File: src/rtl/scan_pkg.sv
package scan_pkg;

    typedef enum logic [1:0] {
        REG_FB    = 2'd0,
        REG_CB    = 2'd1,
        REG_DELTA = 2'd2,
        REG_SIZE  = 2'd3
    } reg_sel_e;

    localparam int DWORD_BYTES = 4;
    localparam int PIX_BITS    = 4;
    localparam int DW_LSB      = $clog2(DWORD_BYTES);

endpackage

File: src/rtl/scan_regs.sv
module scan_regs
    import scan_pkg::*;
#(
    parameter int AW      = 22,
    parameter int FETCH_W = 9,
    parameter int CSIZE_W = 7
) (
    input  logic               clk,
    input  logic               rst_n,
    input  logic               we,
    input  logic [3:0]         addr,
    input  logic [31:0]        wdata,
    output logic [31:0]        rdata,
    output logic [AW-1:0]      fb_start,
    output logic [AW-1:0]      cb_start,
    output logic [AW-1:0]      delta,
    output logic [FETCH_W-1:0] fetch_len,
    output logic [CSIZE_W-1:0] csize
);

    localparam int SW = FETCH_W + CSIZE_W;

    typedef struct packed {
        logic [AW-1:0] fb;
        logic [AW-1:0] cb;
        logic [AW-1:0] dl;
        logic [SW-1:0] sz;
    } regs_t;

    regs_t r_d, r_q;
    reg_sel_e sel;

    assign sel = reg_sel_e'(addr[3:2]);

    always_comb begin
        r_d = r_q;
        if (we) begin
            case (sel)
                REG_FB:    r_d.fb = wdata[AW-1:0];
                REG_CB:    r_d.cb = {wdata[AW-1:PIX_BITS], {PIX_BITS{1'b0}}};
                REG_DELTA: r_d.dl = {wdata[AW-1:DW_LSB], {DW_LSB{1'b0}}};
                default:   r_d.sz = wdata[SW-1:0];
            endcase
        end
    end

    always_ff @(posedge clk or negedge rst_n) begin
        if (!rst_n) r_q <= '0;
        else        r_q <= r_d;
    end

    always_comb begin
        rdata = '0;
        case (sel)
            REG_FB:    rdata[AW-1:0] = r_q.fb;
            REG_CB:    rdata[AW-1:0] = r_q.cb;
            REG_DELTA: rdata[AW-1:0] = r_q.dl;
            default:   rdata[SW-1:0] = r_q.sz;
        endcase
    end

    assign fb_start  = r_q.fb;
    assign cb_start  = r_q.cb;
    assign delta     = r_q.dl;
    assign fetch_len = r_q.sz[FETCH_W-1:0];
    assign csize     = r_q.sz[SW-1:FETCH_W];

endmodule

File: src/rtl/scan_line_acc.sv
module scan_line_acc #(
    parameter int AW    = 22,
    parameter int ALIGN = 4
) (
    input  logic          clk,
    input  logic          rst_n,
    input  logic          frame_start,
    input  logic          line_start,
    input  logic [AW-1:0] start_ofs,
    input  logic [AW-1:0] delta,
    output logic [AW-1:0] line_ofs,
    output logic [AW-1:0] next_ofs
);

    typedef struct packed {
        logic [AW-1:0] acc;
        logic          first;
    } acc_t;

    acc_t s_d, s_q;

    // offset a line start in this cycle would begin at
    assign next_ofs = s_q.first ? s_q.acc : s_q.acc + delta;

    always_comb begin
        s_d = s_q;
        if (frame_start) begin
            s_d.acc   = {start_ofs[AW-1:ALIGN], {ALIGN{1'b0}}};
            s_d.first = 1'b1;
        end else if (line_start) begin
            s_d.acc   = next_ofs;
            s_d.first = 1'b0;
        end
    end

    always_ff @(posedge clk or negedge rst_n) begin
        if (!rst_n) s_q <= '{acc: '0, first: 1'b1};
        else        s_q <= s_d;
    end

    assign line_ofs = s_q.acc;

endmodule

File: src/rtl/scan_fetch.sv
module scan_fetch
    import scan_pkg::*;
#(
    parameter int AW      = 22,
    parameter int FETCH_W = 9
) (
    input  logic               clk,
    input  logic               rst_n,
    input  logic               frame_start,
    input  logic               line_start,
    input  logic [AW-1:0]      line_ofs,
    input  logic [FETCH_W-1:0] fetch_len,
    output logic               valid,
    output logic [AW-1:0]      addr,
    output logic [FETCH_W-1:0] idx,
    output logic               done
);

    localparam int CW = FETCH_W + 1;

    typedef struct packed {
        logic               valid;
        logic [AW-1:0]      addr;
        logic [FETCH_W-1:0] idx;
        logic [FETCH_W-1:0] len;
        logic               done;
    } fetch_t;

    fetch_t s_d, s_q;
    logic [CW-1:0] idx_nxt;
    logic [CW-1:0] len_ext;

    assign idx_nxt = {1'b0, s_q.idx} + CW'(1);
    assign len_ext = {1'b0, s_q.len};

    always_comb begin
        s_d      = s_q;
        s_d.done = 1'b0;
        if (frame_start) begin
            s_d.valid = 1'b0;
            s_d.idx   = '0;
        end else if (line_start) begin
            s_d.len   = fetch_len;
            s_d.idx   = '0;
            s_d.addr  = line_ofs;
            s_d.valid = (fetch_len != '0);
            s_d.done  = (fetch_len == FETCH_W'(1));
        end else if (s_q.valid) begin
            if (idx_nxt >= len_ext) begin
                s_d.valid = 1'b0;
            end else begin
                s_d.idx  = idx_nxt[FETCH_W-1:0];
                s_d.addr = s_q.addr + AW'(DWORD_BYTES);
                s_d.done = (idx_nxt + CW'(1) == len_ext);
            end
        end
    end

    always_ff @(posedge clk or negedge rst_n) begin
        if (!rst_n) s_q <= '0;
        else        s_q <= s_d;
    end

    assign valid = s_q.valid;
    assign addr  = s_q.addr;
    assign idx   = s_q.idx;
    assign done  = s_q.done;

endmodule

File: src/rtl/scanaddr_gen.sv
module scanaddr_gen
    import scan_pkg::*;
#(
    parameter int AW      = 22,
    parameter int FETCH_W = 9,
    parameter int CSIZE_W = 7
) (
    input  logic               clk,
    input  logic               rst_n,
    input  logic               reg_we_i,
    input  logic [3:0]         reg_addr_i,
    input  logic [31:0]        reg_wdata_i,
    output logic [31:0]        reg_rdata_o,
    input  logic               frame_start_i,
    input  logic               line_start_i,
    input  logic [CSIZE_W:0]   cmp_len_i,
    output logic               fetch_valid_o,
    output logic [AW-1:0]      fb_addr_o,
    output logic [FETCH_W-1:0] dword_idx_o,
    output logic               line_done_o,
    output logic [AW-1:0]      cb_line_addr_o,
    output logic               cb_line_invalid_o,
    output logic [PIX_BITS-1:0] pixel_ofs_o,
    output logic               comp_en_o
);

    localparam int NBUF = 2;

    logic [AW-1:0]      fb_start, cb_start, delta;
    logic [FETCH_W-1:0] fetch_len;
    logic [CSIZE_W-1:0] csize;

    logic [AW-1:0] start_arr [NBUF];
    logic [AW-1:0] line_arr  [NBUF];
    logic [AW-1:0] next_arr  [NBUF];

    scan_regs #(.AW(AW), .FETCH_W(FETCH_W), .CSIZE_W(CSIZE_W)) u_regs (
        .clk      (clk),
        .rst_n    (rst_n),
        .we       (reg_we_i),
        .addr     (reg_addr_i),
        .wdata    (reg_wdata_i),
        .rdata    (reg_rdata_o),
        .fb_start (fb_start),
        .cb_start (cb_start),
        .delta    (delta),
        .fetch_len(fetch_len),
        .csize    (csize)
    );

    assign start_arr[0] = fb_start;
    assign start_arr[1] = cb_start;

    for (genvar g = 0; g < NBUF; g++) begin : g_acc
        scan_line_acc #(.AW(AW), .ALIGN(PIX_BITS)) u_acc (
            .clk        (clk),
            .rst_n      (rst_n),
            .frame_start(frame_start_i),
            .line_start (line_start_i),
            .start_ofs  (start_arr[g]),
            .delta      (delta),
            .line_ofs   (line_arr[g]),
            .next_ofs   (next_arr[g])
        );
    end

    scan_fetch #(.AW(AW), .FETCH_W(FETCH_W)) u_fetch (
        .clk        (clk),
        .rst_n      (rst_n),
        .frame_start(frame_start_i),
        .line_start (line_start_i),
        .line_ofs   (next_arr[0]),
        .fetch_len  (fetch_len),
        .valid      (fetch_valid_o),
        .addr       (fb_addr_o),
        .idx        (dword_idx_o),
        .done       (line_done_o)
    );

    typedef struct packed {
        logic inval;
    } flag_t;

    flag_t f_d, f_q;

    always_comb begin
        f_d = f_q;
        if (frame_start_i)     f_d.inval = 1'b0;
        else if (line_start_i) f_d.inval = (cmp_len_i > {1'b0, csize});
    end

    always_ff @(posedge clk or negedge rst_n) begin
        if (!rst_n) f_q <= '0;
        else        f_q <= f_d;
    end

    assign cb_line_addr_o    = line_arr[1];
    assign cb_line_invalid_o = f_q.inval;
    assign pixel_ofs_o       = fb_start[PIX_BITS-1:0];
    assign comp_en_o         = (fb_start == '0);

endmodule

File: config.mk
export PLATFORM = sky130hd
export DESIGN_NAME = scanaddr_gen
export DESIGN_NICKNAME = d
export VERILOG_FILES = /design/src/rtl/scan_pkg.sv /design/src/rtl/scan_regs.sv /design/src/rtl/scan_line_acc.sv /design/src/rtl/scan_fetch.sv /design/src/rtl/scanaddr_gen.sv
export SDC_FILE = /design/constraint.sdc
export NUM_CORES = 1
export LEC_CHECK = 0
export ABC_AREA = 1
export BUFFER_PORTS_ARGS = -buffer_cell sky130_fd_sc_hd__buf_2
export CORE_MARGIN = 5
export CORE_UTILIZATION = 59
export DETAILED_ROUTE_END_ITERATION = 10
export PLACE_DENSITY_LB_ADDON = 0.3
export SETUP_SLACK_MARGIN = 0.02
export SLEW_MARGIN = 15
export SYNTH_ARGS = -nofsm -noshare
export SYNTH_HDL_FRONTEND = slang
export SYNTH_SLANG_ARGS = --single-unit
File: constraint.sdc
create_clock -name clk -period 3.35 [get_ports clk]
set_clock_uncertainty 0.15 [all_clocks]
set_input_delay 0.67 -clock clk [delete_from_list [all_inputs] [get_ports clk]]
set_output_delay 0.67 -clock clk [all_outputs]
set_load 0.02 [all_outputs]
==> results.yml <==
power_and_ir_drop:
  p_per_area_mw_per_mm2: 588
  peakVddDrop_v: 0.000450
  leakagePower_nw: 6.39
drt:
  detail_route.wl_per_cell_um: 17.6
  vias_per_cell: 5.86
  drtIter0Drc: 1151
  via_count: 10900
  wl_met2_mm: 15.1
  route.met3.wl_mm: 2.57
  drt-total-wl_mm: 32.8
  drtPass1Iterations: 6
  drc_errors: 0
  dr.max_layer_used: "met5"
  drt-met1-wl_mm: 13.7
  ant_nets: 0
placement:
  gp_congestion: 1.00
  hpwl_mm: 24.8
  portBuffers: 115
final_layout:
  nFillCells: 1519
  postLayoutCoreUtil_pct: 68.0
  nets: 1733
  num_antenna_cells: 0
  drive_gt1_share_pct: 13.5
  syn_to_final_growth_pct: 13.5
clock_network:
  hold_buffers: 0
  insertion_delay_ns: 0.43
  cts_tree: "built"
  cts_buffer_depth: 2
  clk_transition_reported_paths_ns: 0.07
  cts_made_buffers: 17
  clock_sinks: 158
  cts_root_buf: "clkbuf_16"
  cts.htree.levels: 4
yosys:
  yosysUniqueCellTypes: 48
  synth_enable_flop_cells: 0
  synthDominantCellAreaShare_pct: 36.5
  ys_seq_elements: 158
  synthCells: 1511
  yosysSeqAreaShare_pct: 36.8
  ys_top_cells_by_area: "dfrtp_1 37%, nand2_1 17%, ha_1 6.6%"
  ys_warn_count: 0
  yosysTopAreaCell: "dfrtp_1"
  syn_area_mm2: 0.0108
  ys_async_sr_fraction_pct: 100
  avgSynthCellArea_um2: 7.12
  synth_flop_cell: "dfrtp_1"
critical_path:
  worstPathArrival_ns: 2.40
  cp_cell_sequence: "nor4_1, nand3_1, nor3_1, buf_2"
  rr_worst_depth: 14
  critPathTopFamily: "simple AND/OR/NAND/NOR gates"
  end_kind: "output pin"
  critPathLaunchType: "register"
  cp.required_ns: 2.53
  r2r-start: "u_fetch.idx[1]$_DFFE_PN0P_"
  criticalPathCategory: "register to output pin"
  cpMaxStageDelayCell: "nor4_1"
  crit_fanout: 4
  rrSetupSlack_ns: 0.35
  worst-path-buf-inv: 1
  critPathMaxStageDelay_ns: 0.59
  r2r_end: "u_fetch.idx[7]$_DFFE_PN0P_"
global_route:
  grt_overflow: 0
  grt_pass1_vias: 10200
  grt_max_degree: 71
  antenna_found_initial: 1
  grt_use_total_pct: 30.6
  grt_pass1_wl_mm: 53.1
timing:
  worstMarginPinSlew_ns: 0.701
  max_freq_ghz: 0.311
  tns_ns: 0
  drv_slew: 0
  max_slew_margin_pct: 53.2
  period_share_pct: 96.0
  rsz0062_at_grt: "no"
  setup_viol: 0
  hold_violations: 0
  period_needed_ns: 3.22
floorplan:
  die_h_um: 145
  die_width_um: 145
  start_util_pct: 59.9
  design.die.area_mm2: 0.0210
  coreArea_mm2: 0.0180
  rows: 49
  ioPinCount: 142
min_path:
  holdCritPathClass: "primary input to asynchronous set/reset pin"
run:
  max-cap-violations: 0
run_status:
  status: "finished clean"
==> worst reg2reg max path, cell delays in order (launching register included) <==
cell     delay (ns)
dfrtp_2        0.46
ha_2           0.25
nand3_1        0.12
nor2_2         0.19
nand2_1        0.07
nand2_1        0.14
inv_1          0.11
ha_1           0.29
nand2_1        0.09
nor4_2         0.25
nand3_1        0.11
nand3_2        0.14
nand2_1        0.19
nand2_4        0.24
o21ai_2        0.07
==> cells in the mapped netlist, types with 2 or more instances <==
master	count
nand2_1	492
inv_1	166
dfrtp_1	157
o21ai_0	140
nand3_1	106
nor2_1	88
ha_1	57
a21oi_1	54
clkbuf_1	33
nand4_1	23
buf_4	18
o21ai_2	15
o211ai_1	14
or2_2	14
o221ai_1	12
xnor2_1	11
a22oi_1	10
o21bai_1	10
nand3b_1	9
nor4_1	9
xor2_1	8
a221oi_1	7
nor3_1	7
buf_6	5
o2111ai_1	5
a22o_1	4
a21boi_0	3
a21o_1	3
clkinv_1	3
nand2_4	3
a31oi_1	2
buf_1	2
buf_2	2
fa_1	2
nand3_2	2
nor2_2	2
o22ai_1	2
==> worst max path at each step <==
| stage | slack (ns) | to | cells after the start | from |
|---|---|---|---|---|
| after global placement | 0.36 | u_fetch.addr[2]$_DFFE_PN0P_ | 14 | u_fetch.idx[1]$_DFFE_PN0P_ |
| after global routing | 0.05 | u_fetch.idx[7]$_DFFE_PN0P_ | 15 | u_fetch.idx[1]$_DFFE_PN0P_ |
| after CTS | 0.15 | u_fetch.addr[3]$_DFFE_PN0P_ | 15 | u_fetch.idx[1]$_DFFE_PN0P_ |
| after floorplan | 0.51 | u_fetch.idx[7]$_DFFE_PN0P_ | 16 | u_fetch.idx[1]$_DFFE_PN0P_ |
| after detailed placement | 0.20 | u_fetch.addr[2]$_DFFE_PN0P_ | 14 | u_fetch.idx[1]$_DFFE_PN0P_ |
| final | 0.13 | comp_en_o | 4 | u_regs.fb_start[19]$_DFFE_PN0P_ |
==> flip-flops by register name (all words and copies together), names as in the netlist, 7 cells and up <==
name and flops:
u_regs.csize 7, u_regs.cb_start 18, g_acc.u_acc.line_ofs 40, u_fetch.len_ext 9, u_regs.fetch_len 9, u_regs.fb_start 22
u_regs.delta 20, u_fetch.idx 9, u_fetch.addr 20
==> repair_timing <==
action / in CTS / in global routing
resized for setup: 0 / 6
setup buffers: 0 / 0
setup endpoints to repair: 0 / 30
==> final cells by class <==
class	count	area [um^2]	area share, %
multi-input cells	1138	5920	48.5
repair buffers	141	790	6.47
flip-flops and latches	158	3960	32.4
inverters	169	634	5.20
clock buffers	18	439	3.60
well taps	229	287	2.35
clock inverters	14	181	1.49
==> logic make-up after synthesis <==
| kind of cell | count (synthesis) | share of synthesized area [%] |
|---|---|---|
| simple gates | 757 | 29.6 |
| compound gates | 288 | 16.1 |
| buf+inv | 229 | 8.99 |
| flops | 158 | 36.8 |
| fa+ha+maj | 59 | 7.00 |
| xor+xnor | 19 | 1.55 |
| other cells | 1 | 0.0348 |
==> power breakdown <==
part	leakage, nW	switching (mW)	internal (mW)	total, mW
combinational	4.08	1.61	0.863	2.47
clock	0.295	0.859	1.21	2.07
sequential	2.01	0.407	2.23	2.64
==> stage by stage <==
| step | hold WS (ns) | cells | setup WS, ns | power (mW) | instance area (um^2) |
|---|---|---|---|---|---|
| detailed placement | 0.323 | 1834 | 0.202 | 5.07 | 11600 |
| finish | 0.0813 | 1867 | 0.135 | 7.18 | 12200 |
| floorplan | 0.224 | 1524 | 0.510 | 4.29 | 10800 |
| global placement | 0.316 | 1834 | 0.364 | 5.01 | 11600 |
| CTS | 0.118 | 1866 | 0.148 | 7.15 | 12200 |
| global route | 0.140 | 1867 | 0.0475 | 7.61 | 12200 |
==> placed cells by master (no fill, tap or decap), drive strengths merged, types with 10 or more instances in the layout <==
cell and instances:
nand4 23, buf 141, a21oi 55, clkbuf 18
or2 14, dfrtp 157, xnor2 11, a22oi 10
nand3 108, ha 57, nor2 90, o21ai 155
nand2 497, o221ai 12, o211ai 14, inv 170
o21bai 10, conb 14
==> metal layers <==
layer | global-route usage (%) | vias to the layer above
met5 | 0 | -
met4 | 12.5 | 2
met3 | 5.64 | 108
met2 | 48.9 | 527
met1 | 41.3 | 5097
li1 | - | 5199
Power figures use the tool's default switching activity.
